**src/rtl/cmdq_pkg.sv**
```systemverilog
package cmdq_pkg;

  localparam logic [7:0] OP_SYNC = 8'h46;

  localparam logic [1:0] ERR_NONE    = 2'd0;
  localparam logic [1:0] ERR_ILLEGAL = 2'd1;
  localparam logic [1:0] ERR_ABORT   = 2'd2;

  localparam int ERR_LSB = 24;
  localparam int ERR_W   = 7;

  typedef enum logic [2:0] {
    S_IDLE, S_REQ, S_WAIT, S_EXEC, S_ERR, S_HOLD
  } state_e;

  // strobes from control to datapath
  typedef struct packed {
    logic       clrWord;
    logic       incWord;
    logic       capHead;
    logic       incCons;
    logic       setErr;
    logic [1:0] errCode;
  } strobe_t;

  function automatic logic opAccepted(input logic [7:0] op);
    case (op) inside
      [8'h01:8'h07], [8'h10:8'h13], 8'h18, 8'h1A,
      [8'h20:8'h23], 8'h28, 8'h2A, 8'h30,
      8'h40, 8'h41, 8'h44, 8'h45, OP_SYNC: return 1'b1;
      default: return 1'b0;
    endcase
  endfunction

endpackage

```
**src/rtl/cmdq_datapath.sv**
```systemverilog
module cmdq_datapath
  import cmdq_pkg::*;
#(
  parameter int LOG2SIZE = 3,
  parameter int ADDR_W   = 32,
  parameter int WORDS    = 4
) (
  input  logic                clk,
  input  logic                rstN,
  input  strobe_t             stb,
  input  logic [ADDR_W-1:0]   qBase,
  input  logic [LOG2SIZE:0]   prodPtr,
  input  logic [31:0]         rdData,
  output logic [31:0]         consReg,
  output logic [ADDR_W-1:0]   rdAddr,
  output logic [7:0]          opcode,
  output logic                syncSignal,
  output logic                qEmpty,
  output logic                lastWord
);
  localparam int PTR_W       = LOG2SIZE + 1;
  localparam int WIDX_W      = (WORDS > 1) ? $clog2(WORDS) : 1;
  localparam int ENTRY_SHIFT = $clog2(WORDS * 4);

  logic [PTR_W-1:0]  consPtr;
  logic [ERR_W-1:0]  errField;
  logic [WIDX_W-1:0] wordIdx;
  logic [31:0]       headWord;

  always_ff @(posedge clk) begin
    if (!rstN) begin
      consPtr  <= '0;
      errField <= '0;
      wordIdx  <= '0;
      headWord <= '0;
    end else begin
      if (stb.incCons) consPtr <= consPtr + 1'b1;
      if (stb.setErr)  errField <= ERR_W'(stb.errCode);
      if (stb.clrWord)      wordIdx <= '0;
      else if (stb.incWord) wordIdx <= wordIdx + 1'b1;
      if (stb.capHead && wordIdx == '0) headWord <= rdData;
    end
  end

  always_comb begin
    consReg = '0;
    consReg[PTR_W-1:0] = consPtr;
    consReg[ERR_LSB +: ERR_W] = errField;
  end

  assign rdAddr = qBase
                + (ADDR_W'(consPtr[LOG2SIZE-1:0]) << ENTRY_SHIFT)
                + (ADDR_W'(wordIdx) << 2);

  assign opcode     = headWord[7:0];
  assign syncSignal = headWord[12];
  assign qEmpty     = (consPtr == prodPtr);
  assign lastWord   = (wordIdx == WIDX_W'(WORDS - 1));

endmodule

```
**src/rtl/cmdq_control.sv**
```systemverilog
module cmdq_control
  import cmdq_pkg::*;
(
  input  logic    clk,
  input  logic    rstN,
  input  logic    qEnable,
  input  logic    errPending,
  input  logic    qEmpty,
  input  logic    rdValid,
  input  logic    rdErr,
  input  logic    lastWord,
  input  logic [7:0] opcode,
  input  logic    syncSignal,
  output strobe_t stb,
  output logic    rdReq,
  output logic    syncIrq,
  output logic    gerrIrq
);
  state_e     state, stateNext;
  logic [1:0] errCodeQ, errCodeD;

  always_ff @(posedge clk) begin
    if (!rstN) begin
      state    <= S_IDLE;
      errCodeQ <= ERR_NONE;
    end else begin
      state    <= stateNext;
      errCodeQ <= errCodeD;
    end
  end

  always_comb begin
    stateNext = state;
    errCodeD  = errCodeQ;
    stb       = '0;
    rdReq     = 1'b0;
    syncIrq   = 1'b0;
    gerrIrq   = 1'b0;
    case (state)
      S_IDLE: begin
        stb.clrWord = 1'b1;
        if (qEnable && !qEmpty && !errPending) stateNext = S_REQ;
      end
      S_REQ: begin
        rdReq     = 1'b1;
        stateNext = S_WAIT;
      end
      S_WAIT: begin
        if (rdValid) begin
          if (rdErr) begin
            errCodeD  = ERR_ABORT;
            stateNext = S_ERR;
          end else begin
            stb.capHead = 1'b1;
            if (lastWord) stateNext = S_EXEC;
            else begin
              stb.incWord = 1'b1;
              stateNext   = S_REQ;
            end
          end
        end
      end
      S_EXEC: begin
        if (opAccepted(opcode)) begin
          stb.incCons = 1'b1;
          syncIrq     = (opcode == OP_SYNC) && syncSignal;
          stateNext   = S_IDLE;
        end else begin
          errCodeD  = ERR_ILLEGAL;
          stateNext = S_ERR;
        end
      end
      S_ERR: begin
        stb.setErr  = 1'b1;
        stb.errCode = errCodeQ;
        gerrIrq     = 1'b1;
        stateNext   = S_HOLD;
      end
      S_HOLD: begin
        if (errPending) stateNext = S_IDLE;
      end
      default: stateNext = S_IDLE;
    endcase
  end

endmodule

```
**src/rtl/cmdq_consumer.sv**
```systemverilog
module cmdq_consumer
  import cmdq_pkg::*;
#(
  parameter int LOG2SIZE = 3,
  parameter int ADDR_W   = 32
) (
  input  logic                clk,
  input  logic                rstN,
  input  logic                qEnable,
  input  logic [ADDR_W-1:0]   qBase,
  input  logic [LOG2SIZE:0]   prodPtr,
  input  logic                gerrFlag,
  input  logic                gerrAckFlag,
  output logic                rdReq,
  output logic [ADDR_W-1:0]   rdAddr,
  input  logic                rdValid,
  input  logic [31:0]         rdData,
  input  logic                rdErr,
  output logic [31:0]         consReg,
  output logic                syncIrq,
  output logic                gerrIrq
);
  strobe_t    stb;
  logic [7:0] opcode;
  logic       syncSignal, qEmpty, lastWord;

  cmdq_datapath #(.LOG2SIZE(LOG2SIZE), .ADDR_W(ADDR_W), .WORDS(4)) dp_i (
    .clk(clk), .rstN(rstN), .stb(stb), .qBase(qBase), .prodPtr(prodPtr),
    .rdData(rdData), .consReg(consReg), .rdAddr(rdAddr), .opcode(opcode),
    .syncSignal(syncSignal), .qEmpty(qEmpty), .lastWord(lastWord)
  );

  cmdq_control ctl_i (
    .clk(clk), .rstN(rstN), .qEnable(qEnable),
    .errPending(gerrFlag ^ gerrAckFlag), .qEmpty(qEmpty),
    .rdValid(rdValid), .rdErr(rdErr), .lastWord(lastWord),
    .opcode(opcode), .syncSignal(syncSignal), .stb(stb),
    .rdReq(rdReq), .syncIrq(syncIrq), .gerrIrq(gerrIrq)
  );

endmodule

```
**config.mk**
```make
export PLATFORM = sky130hd
export DESIGN_NAME = cmdq_consumer
export DESIGN_NICKNAME = d
export VERILOG_FILES = /design/src/rtl/cmdq_pkg.sv /design/src/rtl/cmdq_datapath.sv /design/src/rtl/cmdq_control.sv /design/src/rtl/cmdq_consumer.sv
export SDC_FILE = /design/constraint.sdc
export NUM_CORES = 1
export LEC_CHECK = 0
export BUFFER_PORTS_ARGS = -buffer_cell sky130_fd_sc_hd__buf_2
export CAP_MARGIN = 25
export CORE_ASPECT_RATIO = 0.75
export CORE_UTILIZATION = 35
export DETAILED_ROUTE_END_ITERATION = 10
export PLACE_DENSITY_LB_ADDON = 0.12
export SYNTH_ARGS = -nofsm -noshare
export SYNTH_HDL_FRONTEND = slang
export SYNTH_SLANG_ARGS = --single-unit
export TNS_END_PERCENT = 100
```
**constraint.sdc**
```tcl
create_clock -name clk -period 2.9 [get_ports clk]
set_input_delay 0.145 -clock clk [delete_from_list [all_inputs] [get_ports clk]]
set_output_delay 0.145 -clock clk [all_outputs]
set_load 0.01 [all_outputs]
```
### Word-level counts from Yosys, hierarchy flattened

Cells that the tools add are included.

| word-level totals | value |
|---|---|
| register bits after elaboration | 26 |
| bits in latches | 0 |
| RAM bits | 0 |
| ROM bits | 0 |
| bits of input ports | 75 |
| output and inout port bits | 67 |
| logic and storage cells | 81 |
| memories kept | 0 |

| operators by class | value |
|---|---|
| $add $sub $neg | 4 |
| multiply operators | 0 |
| divide/modulo/power cells | 0 |
| order comparisons | 6 |
| equality and inequality tests | 22 |
| shift-type cells | 0 |
| muxes and demuxes | 25 |
| bitwise operators | 2 |
| reductions and logical operators | 16 |

Operator list:

| kind | number |
|---|---|
| $eq 8x7->1 const B | 5 |
| $add 32x4->32 | 1 |
| $add 32x7->32 | 1 |
| $eq 8x6->1 const B | 3 |
| $mux 3 | 6 |
| $pmux 3 s6 | 1 |
| $eq 8x5->1 const B | 2 |
| $mux 2 | 7 |
| $reduce_or 13->1 | 1 |
| $mux 1 | 10 |
| $ge 8x1->1 const B | 1 |
| $ge 8x5->1 const B | 1 |
| $ge 8x6->1 const B | 1 |
| $le 8x3->1 const B | 1 |
| $le 8x5->1 const B | 1 |
| $le 8x6->1 const B | 1 |
| $logic_and 1x1->1 | 7 |
| $eq 3x2->1 const B | 2 |
| $eq 3x3->1 const B | 2 |
| $ne 2x2->1 const B | 3 |
| $add 4x1->4 const B | 1 |
| $eq 4x4->1 | 1 |
| $ne 2x1->1 const B | 2 |
| $pmux 2 s2 | 1 |
| other kinds (12) | 13 |

### Logic depth before layout (Yosys ltp)

Gate-level depths: netlist of the first run.

| logic depth | value |
|---|---|
| depth in word-level cells | 7 |
| gate-level depth with buffers | 8 |

### Modules after synthesis

From an unflattened synthesis of the first run, not the netlist that was laid out.

| unflattened totals | value |
|---|---|
| cells, all modules | 273 |
| area total of the unflattened synthesis | 2249.7 µm² |

By module, submodules not included:

| module | instances | cells an instance | area each (µm²) |
|---|---|---|---|
| cmdq_datapath | 1 | 215 | 1805.5 |
| cmdq_control | 1 | 57 | 435.4 |
| cmdq_consumer | 1 | 1 | 8.8 |

### Worst setup path before layout of the first run

No wires, ideal clock.

| timing | value |
|---|---|
| path type | register -> output |
| start | register dp_i.wordIdx[0] |
| end | output rdAddr[18] |
| arrival time | 1.914 ns |
| data required time | 2.755 ns |
| slack | 0.841 ns |
| cell stages (with the launch flop) | 9 |
| cell sequence | dfxtp_1 > ha_1 > inv_1 > fa_1 > nor2b_1 > o31a_1 > o21a_1 > nand4_1 > xnor2_1 |

| on the way | value |
|---|---|
| word-level cells in the longest chain between the ends | 1 |

Ends and longest elaborated chain:

| element | RTL line | RTL |
|---|---|---|
| from (decl) | cmdq_datapath.sv:27 | `logic [WIDX_W-1:0] wordIdx;` |
| from (signal assigned) | cmdq_datapath.sv:40 | `else if (stb.incWord) wordIdx <= wordIdx + 1'b1;` |
| $add 32x4->32 | cmdq_datapath.sv:53 | `+ (ADDR_W'(wordIdx) << 2);` |
| to (decl) | cmdq_consumer.sv:15 | `output logic [ADDR_W-1:0] rdAddr,` |

No other way between the ends.

### Worst setup path in the final report of the first run

Ends and elaborated chain as after synthesis.

==> results of run 1 <==
-- final cells by class --
cell class / instances / area [sq um]
Sequential cell: 22 / 440
Fill cell: 630 / 3210
Clock buffer: 3 / 41.3
Inverter: 11 / 41.3
Tap cell: 78 / 97.6
Multi-Input combinational cell: 224 / 1510
Clock inverter: 1 / 30.0
Timing Repair Buffer: 90 / 455
-- cells by family after synthesis --
family	after synthesis
muxes	14
buffers and inverters	44
AOI/OAI and AO/OA	34
adders and majority gates	9
other	1
DFF	22
and+or+nand+nor	108
xor gates and xnor gates	33
-- synthesized netlist by cell type (5+ instances only) --
library cell / number / area share
buf_4: 28 / 0.099
dfxtp_1: 22 / 0.21
ha_1: 8 / 0.047
mux2i_1: 14 / 0.066
inv_1: 10 / 0.018
nand3_1: 15 / 0.035
nand2_1: 18 / 0.032
and3_1: 6 / 0.018
xnor2_1: 28 / 0.12
nor2_1: 26 / 0.046
xor2_1: 5 / 0.021
a21oi_1: 10 / 0.024
nand4_1: 12 / 0.035
-- through the flow --
stage	hold slack, ps	cells	area [sq um]	setup WS [ps]
after global placement	290	425	2540	551
after detailed placement	290	425	2540	544
after CTS	107	429	2620	227
final	107	429	2620	247
after floorplan	289	290	2220	841
after global routing	112	429	2620	49.1
-- report_power, final --
group | internal [mW] | total (mW) | switching [mW]
clock | 0.185 | 0.288 | 0.104
sequential | 0.306 | 0.312 | 0.00623
combinational | 0.0754 | 0.175 | 0.100
-- state kept, by name, summed over array words and instances, names as in the netlist --
name	cells
dp_i.errField	2
dp_i.headWord	9
dp_i.consPtr	4
dp_i.wordIdx	2
ctl_i.state	3
ctl_i.errCodeQ	2
-- routing by layer --
layer / vias to the layer above / global-route usage
li1: 1043 / -
met1: 901 / 0.217
met2: 62 / 0.246
met3: 2 / 0.0373
met4: 0 / 0.0174
met5: - / 0
-- worst max-delay path, stage by stage, from the launching register on --
cell     delay, ps
dfxtp_1        400
ha_1           230
inv_1           70
fa_1           440
nor2b_1        160
o31a_1         180
o21a_1         310
nand4_1        150
xnor2_1        150
buf_2          150
-- path summary, 6_finish.rpt --
kind,endpoint
setup reg to reg,dp_i.headWord[6]
setup / recovery,rdAddr[18]
hold / removal,dp_i.headWord[7]
hold reg to reg,ctl_i.errCodeQ[0]
==> results.tsv, run 1 <==
stage	metric	value	unit
outcome	status	completed	
floorplanning	dieArea	6400	sq um
clocking	ctsResizeCount	0	
clocking	post_cts_buffers	0	
detailed_routing	ant_nets	0	
synthesis	asyncSetResetFlopFracSynth	0	
sta	fin_crit	2650	ps
clocking	insertion_delay	270	ps
sta	slew_violations	0	
worst_setup_path	startpoint	dp_i.wordIdx[0]	
floorplanning	core_area	5830	sq um
synthesis	synthXorXnorAreaFrac	0.136	
finish	final_nets	436	
detailed_routing	drt_iter0_markers	54	
global_routing	grt_antenna_before_repair	0	
placement	hpwlAfterDp	4070	um
detailed_routing	vias	2008	
finish	final_common_cell	buf_2	
synthesis	yosysSeqAreaShare	0.207	
flow_run	maxCapViolations	0	
synthesis	ys_types	53	
synthesis	synth_seq_cells	22	
sta	worst_slew_pin_slew	669	ps
clocking	cts_tree	yes	
synthesis	synth_top_family_by_area	simple AND/OR/NAND/NOR gates	
hold_path	whs_path_depth	3	
floorplanning	initial_core_util	0.366	
worst_setup_path	rr_startpoint	ctl_i.state[1]	
synthesis	synth_ff_type	dfxtp_1	
clocking	postCtsHoldBufs	0	
synthesis	synth-simple-area-share	0.304	
synthesis	netlist_instances	265	
floorplanning	row_count	24	
floorplanning	die_w	92.1	um
synthesis	syn_avg_cell_area	8.04	sq um
power_and_ir_drop	p_leak	1.25	nW
power_and_ir_drop	p_total	0.776	mW
worst_setup_path	endpoint_kind	primary output	
synthesis	synth-edff-count	0	
sta	rsz0062_at_grt	false	
sta	skew	8.73	ps
global_routing	grt_max_degree	15	
hold_path	worstHoldStart	rdData[7]	
worst_setup_path	arrival	2510	ps
sta	fin_crit_sh	0.915	
detailed_routing	met3_length	238	um
detailed_routing	drc	0	
placement	portBuffers	88	
worst_setup_path	path_class	flip-flop to primary output	
floorplanning	pin_count	142	
synthesis	ys_warn_count	0	
detailed_routing	first_pass_iters	4	
global_routing	grtUsageTotal	0.155	
detailed_routing	wire_per_inst	11.5	um
sta	final_hold_viol_count	0	
clocking	clk_pin_slew	90	ps
power_and_ir_drop	powerDensity	297	nW/um^2
detailed_routing	m1WireLength	2460	um
global_routing	grt_pass1_wl	8110	um
synthesis	synth.mux.area_fraction	0.0658	
sta	tns	0	ps
detailed_routing	wirelength	4910	um
power_and_ir_drop	ir_drop	0.000177	V
finish	utilization	0.449	
finish	drive_gt1_frac	0.319	
clocking	cts_buffers	3	
synthesis	synth_compound_area_frac	0.100	
global_routing	grt_pass1_vias	1793	
clocking	h-tree-depth	1	
placement	routabilityCongestion	0.827	
clocking	cts_sinks	22	
sta	maxSlewHeadroom	0.552	
detailed_routing	avgViaCountPerCell	4.68	
clocking	clock-root-buffer	clkbuf_8	
finish	diodes	0	
floorplanning	fp.dieH	69.6	um
hold_path	min_path_type	input pin to flip-flop	
detailed_routing	wl_met2	2200	um
sta	finalSetupViolations	0	
worst_setup_path	startpoint_type	flip-flop	
synthesis	synth-adder-area-share	0.0564	
worst_setup_path	r2r_slack	910	ps
sta	fmax	0.377	GHz
clocking	ctsLongestPathBuffers	2	
synthesis	synthesis.area	2130	sq um
global_routing	grt-ovfl-total	0	
finish	syn2layout_area_growth	22.8	%
worst_setup_path	reg2reg_depth	4	
detailed_routing	top_layer	met4	
worst_setup_path	crit_required	2760	ps
finish	final_cell_mix	88 x buf_2, 28 x xnor2_1, 26 x nor2_1, 26 x conb_1, 22 x dfxtp_1	
worst_setup_path	cp_max_fo	8	
(Power assumes the default switching activity.)
==> run 2: changes to the inputs <==
- CORE_UTILIZATION: 35 -> 45
==> run 2 against run 1 <==
  * Clock power about the same
  * Power down 0.28%
  * Cell area down 1.6%
  * Setup slack better by 4.9 ps
  * Sequential cell count unchanged
  * Hold slack worse by 0.77 ps
  * Combinational power about the same
  * Core utilization up 12 points
  * Largest cell class unchanged
  * Largest power group unchanged
==> results.tsv, run 2 (synthesis results as in run 1) <==
stage	metric	value	unit	change
clocking	cts_buffers	3		unchanged
power_and_ir_drop	clkPwrFrac	0.373		was 0.372
clocking	cts_sinks	22		unchanged
floorplanning	fp.dieH	61.6	um	was 69.6 um
sta	rsz0062_at_grt	false		unchanged
floorplanning	pin_count	142		unchanged
sta	final_hold_viol_count	0		unchanged
detailed_routing	drt_iter0_markers	81		was 54
hold_path	min_path_type	input pin to flip-flop		unchanged
global_routing	grt_antenna_before_repair	0		unchanged
sta	whs	107	ps	about the same
placement	routabilityCongestion	0.859		was 0.827
placement	dp_cells	402		was 425
finish	reg_top3	dp_i.headWord x9, dp_i.consPtr x4, ctl_i.state x3		unchanged
clocking	clock-root-buffer	clkbuf_8		unchanged
worst_setup_path	endpoint_kind	primary output		unchanged
finish	diodes	0		unchanged
sta	fin_crit	2650	ps	about the same
sta	finalSetupViolations	0		unchanged
worst_setup_path	worst_path_max_delay_cell	fa_1		unchanged
floorplanning	dieArea	5010	sq um	was 6400 sq um
global_routing	grt_pass1_vias	1632		was 1793
sta	skew	1.71	ps	was 8.73 ps
sta	worst_slew_pin_slew	627	ps	was 669 ps
finish	syn2layout_area_growth	20.9	%	was 22.8%
finish	drive_gt1_frac	0.315		was 0.319
sta	fin_crit_sh	0.913		was 0.915
power_and_ir_drop	p_sw	0.208	mW	was 0.210 mW
finish	layout.cells.non_filler	406		was 429
detailed_routing	vias	2028		was 2008
finish	final_cell_mix	88 x buf_2, 28 x xnor2_1, 26 x nor2_1, 26 x conb_1, 22 x dfxtp_1		unchanged
worst_setup_path	cp_top_family	adder cells		unchanged
power_and_ir_drop	switching_share	0.269		was 0.271
worst_setup_path	crit_chain	ha_1, inv_1, fa_1, nor2b_1, o31a_1, o21a_1, nand3_1, xnor2_1, buf_2		was ha_1, inv_1, fa_1, nor2b_1, o31a_1, o21a_1, nand4_1, xnor2_1, buf_2
sta	tns	0	ps	unchanged
global_routing	grt_max_degree	15		unchanged
power_and_ir_drop	p_leak	1.24	nW	was 1.25 nW
worst_setup_path	crit_buf_inv	2		unchanged
flow_run	maxCapViolations	0		unchanged
global_routing	grt_pass1_wl	7080	um	was 8110 um
detailed_routing	drc	0		unchanged
power_and_ir_drop	p_seq_frac	0.403		was 0.402
floorplanning	row_count	21		was 24
worst_setup_path	cp_max_fo	8		unchanged
detailed_routing	wire_per_inst	11.4	um	was 11.5 um
finish	nFillCells	428		was 630
placement	portBuffers	88		unchanged
floorplanning	initial_core_util	0.474		was 0.366
worst_setup_path	arrival	2500	ps	was 2510 ps
worst_setup_path	cp_slowest_stage_delay	440	ps	about the same
sta	maxSlewHeadroom	0.580		was 0.552
worst_setup_path	startpoint_type	flip-flop		unchanged
finish	final_common_cell	buf_2		unchanged
power_and_ir_drop	p_total	0.773	mW	was 0.776 mW
finish	final_nets	434		was 436
clocking	insertion_delay	270	ps	about the same
clocking	h-tree-depth	1		unchanged
clocking	ctsLongestPathBuffers	2		unchanged
worst_setup_path	crit_required	2760	ps	about the same
sta	fmax	0.378	GHz	was 0.377 GHz
power_and_ir_drop	p_comb_frac	0.224		was 0.226
detailed_routing	first_pass_iters	4		unchanged
placement	hpwlAfterDp	3780	um	was 4070 um
clocking	cts_tree	yes		unchanged
outcome	status	completed		unchanged
detailed_routing	ant_nets	0		unchanged
sta	setup_ws	252	ps	was 247 ps
power_and_ir_drop	p_int	0.566	mW	about the same
floorplanning	die_w	81.4	um	was 92.1 um
clocking	postCtsHoldBufs	0		unchanged
power_and_ir_drop	powerDensity	301	nW/um^2	was 297 nW/um^2
finish	top_register	dp_i.headWord		unchanged
global_routing	grtUsageTotal	0.184		was 0.155
floorplanning	core_area	4490	sq um	was 5830 sq um
clocking	clk_pin_slew	80	ps	was 90 ps
clocking	post_cts_buffers	0		unchanged
clocking	ctsResizeCount	0		unchanged
global_routing	grt-ovfl-total	0		unchanged
sta	slew_violations	0		unchanged
worst_setup_path	path_class	flip-flop to primary output		unchanged
finish	largest_reg_flops	9		unchanged
detailed_routing	avgViaCountPerCell	5.00		was 4.68
detailed_routing	wirelength	4620	um	was 4910 um
placement	post-place-ws	545	ps	was 544 ps
power_and_ir_drop	ir_drop	0.000221	V	was 0.000177 V
==> run 2: cell count changes in the layout (fill, tap and decap cells not counted) <==
cell	change
buf_4	-2
==> run 2: worst paths after layout <==
check        slack [ps]  depth (start not counted)                end         startpoint
max                 250                          9         rdAddr[20]    dp_i.wordIdx[0]
max reg2reg         970                          4   dp_i.headWord[5]     ctl_i.state[1]
min                 110                          3   dp_i.headWord[7]          rdData[7]
min reg2reg         450                          2  ctl_i.errCodeQ[0]  ctl_i.errCodeQ[0]
==> run 2: worst reg2reg max path: stages (launching register included) <==
cell and delay (ps):
dfxtp_1 470, nor3b_2 380, nand4b_1 570, mux2i_1 330, nor2_1 60
==> run 2: layer usage <==
layer,GRT usage,vias to the layer above,share of wire
met4,0.0357,0,0.0067
met3,0.0415,5,0.061
met2,0.290,77,0.45
li1,-,1038,-
met5,0,-,0
met1,0.257,908,0.49
==> run 2: power groups by stage <==
stage	Clock (mW)	Sequential, mW	Combinational [mW]
floorplan	0	0.316	0.125
detailed placement	0	0.319	0.173
finish	0.288	0.312	0.173
global route	0.306	0.313	0.197
global placement	0	0.319	0.173
CTS	0.291	0.312	0.174
==> run 2: through the flow <==
step	area [sq um]	util
floorplan	2220	-
global placement	2500	0.557
detailed placement	2500	0.557
CTS	2570	0.573
global route	2570	0.573
finish	2570	0.573
==> run 2: layout make-up <==
type	instances	area, sq um	area share
Multi-Input combinational cell	224	1510	0.586
Sequential cell	22	440	0.171
Timing Repair Buffer	88	440	0.171
Tap cell	57	71.3	0.0277
Clock buffer	3	41.3	0.0160
Inverter	11	41.3	0.0160
Clock inverter	1	30.0	0.0117
==> run 3: changes to the inputs <==
- RECOVER_POWER: default -> 100
==> run 3 against run 2 <==
  * Sequential share of layout area grew 0.52 points
  * First-iteration DRC count grew 16%
  * Global-route usage is the same
  * Combinational power shrank 3%
  * Sequential power is essentially flat
  * Via count grew 0.20%
  * Critical path depth is the same
  * Largest power group unchanged
  * Critical endpoint is now rdAddr[22]
==> results.tsv, run 3 (synthesis results as in run 1) <==
stage	metric	value	unit	change
finish	final_common_cell	buf_2		unchanged
finish	top_register	dp_i.headWord		unchanged
placement	hpwlAfterDp	3780	um	unchanged
clocking	cts_sinks	22		unchanged
worst_setup_path	endpoint_kind	primary output		unchanged
sta	fin_crit	2680	ps	was 2650 ps
detailed_routing	ant_nets	0		unchanged
floorplanning	row_count	21		unchanged
worst_setup_path	cp_slowest_stage_delay	440	ps	about the same
floorplanning	die_w	81.4	um	unchanged
worst_setup_path	cp_max_fo	8		unchanged
finish	syn2layout_area_growth	17.3	%	was 20.9%
detailed_routing	drt_iter0_markers	94		was 81
sta	skew	2.27	ps	was 1.71 ps
finish	diodes	0		unchanged
worst_setup_path	reg2reg_depth	4		unchanged
worst_setup_path	cp-endpoint	rdAddr[22]		was rdAddr[20]
power_and_ir_drop	powerDensity	307	nW/um^2	was 301 nW/um^2
worst_setup_path	startpoint	dp_i.wordIdx[0]		unchanged
sta	finalSetupViolations	0		unchanged
sta	maxSlewHeadroom	0.456		was 0.580
clocking	clk_pin_slew	80	ps	about the same
hold_path	min_path_type	input pin to flip-flop		unchanged
detailed_routing	wirelength	4640	um	was 4620 um
global_routing	grt_pass1_wl	7080	um	unchanged
clocking	post_cts_buffers	0		unchanged
finish	largest_reg_flops	9		unchanged
global_routing	grtUsageTotal	0.184		unchanged
power_and_ir_drop	p_leak	1.12	nW	was 1.24 nW
clocking	cts_buffers	3		unchanged
finish	final_cell_mix	54 x buf_2, 30 x clkbuf_1, 28 x xnor2_1		was 88 x buf_2, 28 x xnor2_1, 26 x nor2_1, 26 x conb_1, 22 x dfxtp_1
finish	utilization	0.556		was 0.573
clocking	postCtsHoldBufs	0		unchanged
sta	slew_violations	0		unchanged
floorplanning	initial_core_util	0.474		unchanged
detailed_routing	wire_per_inst	11.4	um	about the same
sta	tns	0	ps	unchanged
global_routing	grt-ovfl-total	0		unchanged
placement	routabilityCongestion	0.859		unchanged
global_routing	grt_antenna_before_repair	0		unchanged
sta	worst_slew_pin_slew	814	ps	was 627 ps
clocking	clock-root-buffer	clkbuf_8		unchanged
clocking	insertion_delay	270	ps	about the same
global_routing	grt_pass1_vias	1632		unchanged
clocking	ctsLongestPathBuffers	2		unchanged
clocking	ctsResizeCount	0		unchanged
clocking	h-tree-depth	1		unchanged
worst_setup_path	r2r_end	dp_i.headWord[5]		unchanged
finish	reg_top3	dp_i.headWord x9, dp_i.consPtr x4, ctl_i.state x3		unchanged
finish	final_nets	434		unchanged
finish	nFillCells	446		was 428
placement	portBuffers	88		unchanged
worst_setup_path	crit_chain	ha_1, inv_1, fa_1, nor2b_1, o31a_1, o21a_1, nand3_1, xnor2_1, clkbuf_1		was ha_1, inv_1, fa_1, nor2b_1, o31a_1, o21a_1, nand3_1, xnor2_1, buf_2
floorplanning	dieArea	5010	sq um	unchanged
detailed_routing	vias	2032		was 2028
sta	fmax	0.374	GHz	was 0.378 GHz
sta	rsz0062_at_grt	false		unchanged
worst_setup_path	rr_startpoint	ctl_i.state[1]		unchanged
power_and_ir_drop	ir_drop	0.000220	V	was 0.000221 V
detailed_routing	avgViaCountPerCell	5.00		about the same
finish	drive_gt1_frac	0.209		was 0.315
worst_setup_path	arrival	2530	ps	was 2500 ps
global_routing	grt_max_degree	15		unchanged
flow_run	maxCapViolations	0		unchanged
detailed_routing	drc	0		unchanged
floorplanning	pin_count	142		unchanged
clocking	cts_tree	yes		unchanged
worst_setup_path	path_class	flip-flop to primary output		unchanged
detailed_routing	first_pass_iters	4		unchanged
worst_setup_path	worst_path_max_delay_cell	fa_1		unchanged
floorplanning	fp.dieH	61.6	um	unchanged
sta	final_hold_viol_count	0		unchanged
worst_setup_path	startpoint_type	flip-flop		unchanged
floorplanning	core_area	4490	sq um	unchanged
outcome	status	completed		unchanged
worst_setup_path	crit_required	2760	ps	about the same
sta	fin_crit_sh	0.923		was 0.913
worst_setup_path	r2r_slack	740	ps	was 970 ps
## run 3: cell types whose count changed in the layout (fill, tap and decap cells not counted), sizes merged
| cell | change |
|---|---|
| clkbuf | +34 |
| buf | -34 |
## run 3: final cells by class
class	count	area [sq um]	share of cell area
Tap cell	57	71.3	0.0286
Timing Repair Buffer	88	403	0.161
Clock buffer	3	41.3	0.0165
Inverter	11	41.3	0.0165
Sequential cell	22	440	0.176
Multi-Input combinational cell	224	1470	0.589
Clock inverter	1	30.0	0.0120
## run 3: worst min-delay path by stage
| stage | start | to | slack [ps] | cells past startpoint |
|---|---|---|---|---|
| 6_report | rdData[0] | dp_i.headWord[0] | 110 | 3 |
| 2_1_floorplan | rdData[0] | dp_i.headWord[0] | 290 | 2 |
| 3_5_place_dp | qBase[0] | rdAddr[0] | 290 | 0 |
| 3_3_place_gp | qBase[0] | rdAddr[0] | 290 | 0 |
| 4_1_cts | rdData[0] | dp_i.headWord[0] | 100 | 3 |
| 5_1_grt | rdData[4] | dp_i.headWord[4] | 120 | 3 |
## run 3: layer usage
layer / vias up / track usage / part of all wire
li1: 1041 / - / -
met1: 907 / 0.257 / 0.49
met2: 79 / 0.290 / 0.44
met5: - / 0 / 0
met4: 0 / 0.0357 / 0.0067
met3: 5 / 0.0415 / 0.061
## run 3: per-stage QoR
| stage | std cells | hold WS, ps | instance area [sq um] | setup slack, ps | power (mW) |
|---|---|---|---|---|---|
| 5_1_grt | 406 | 124 | 2500 | 15.7 | 0.808 |
| 4_1_cts | 406 | 105 | 2570 | 239 | 0.777 |
| 3_5_place_dp | 402 | 290 | 2500 | 545 | 0.492 |
| 6_report | 406 | 107 | 2500 | 224 | 0.767 |
| 3_3_place_gp | 402 | 290 | 2500 | 557 | 0.492 |
| 2_1_floorplan | 290 | 289 | 2220 | 841 | 0.442 |
## run 3: critical path, delay by kind of cell, from the launching register on
kind / cells / cell delay (ps)
flops: 1 / 410
xor+xnor: 1 / 150
compound gates: 2 / 460
simple gates: 2 / 310
fa+ha+maj: 2 / 690
buf+inv: 2 / 250
## run 3: report_power, final
part	internal [mW]	switching [mW]
sequential	0.306	0.00552
clock	0.185	0.104
combinational	0.0698	0.0973
total	0.560	0.207
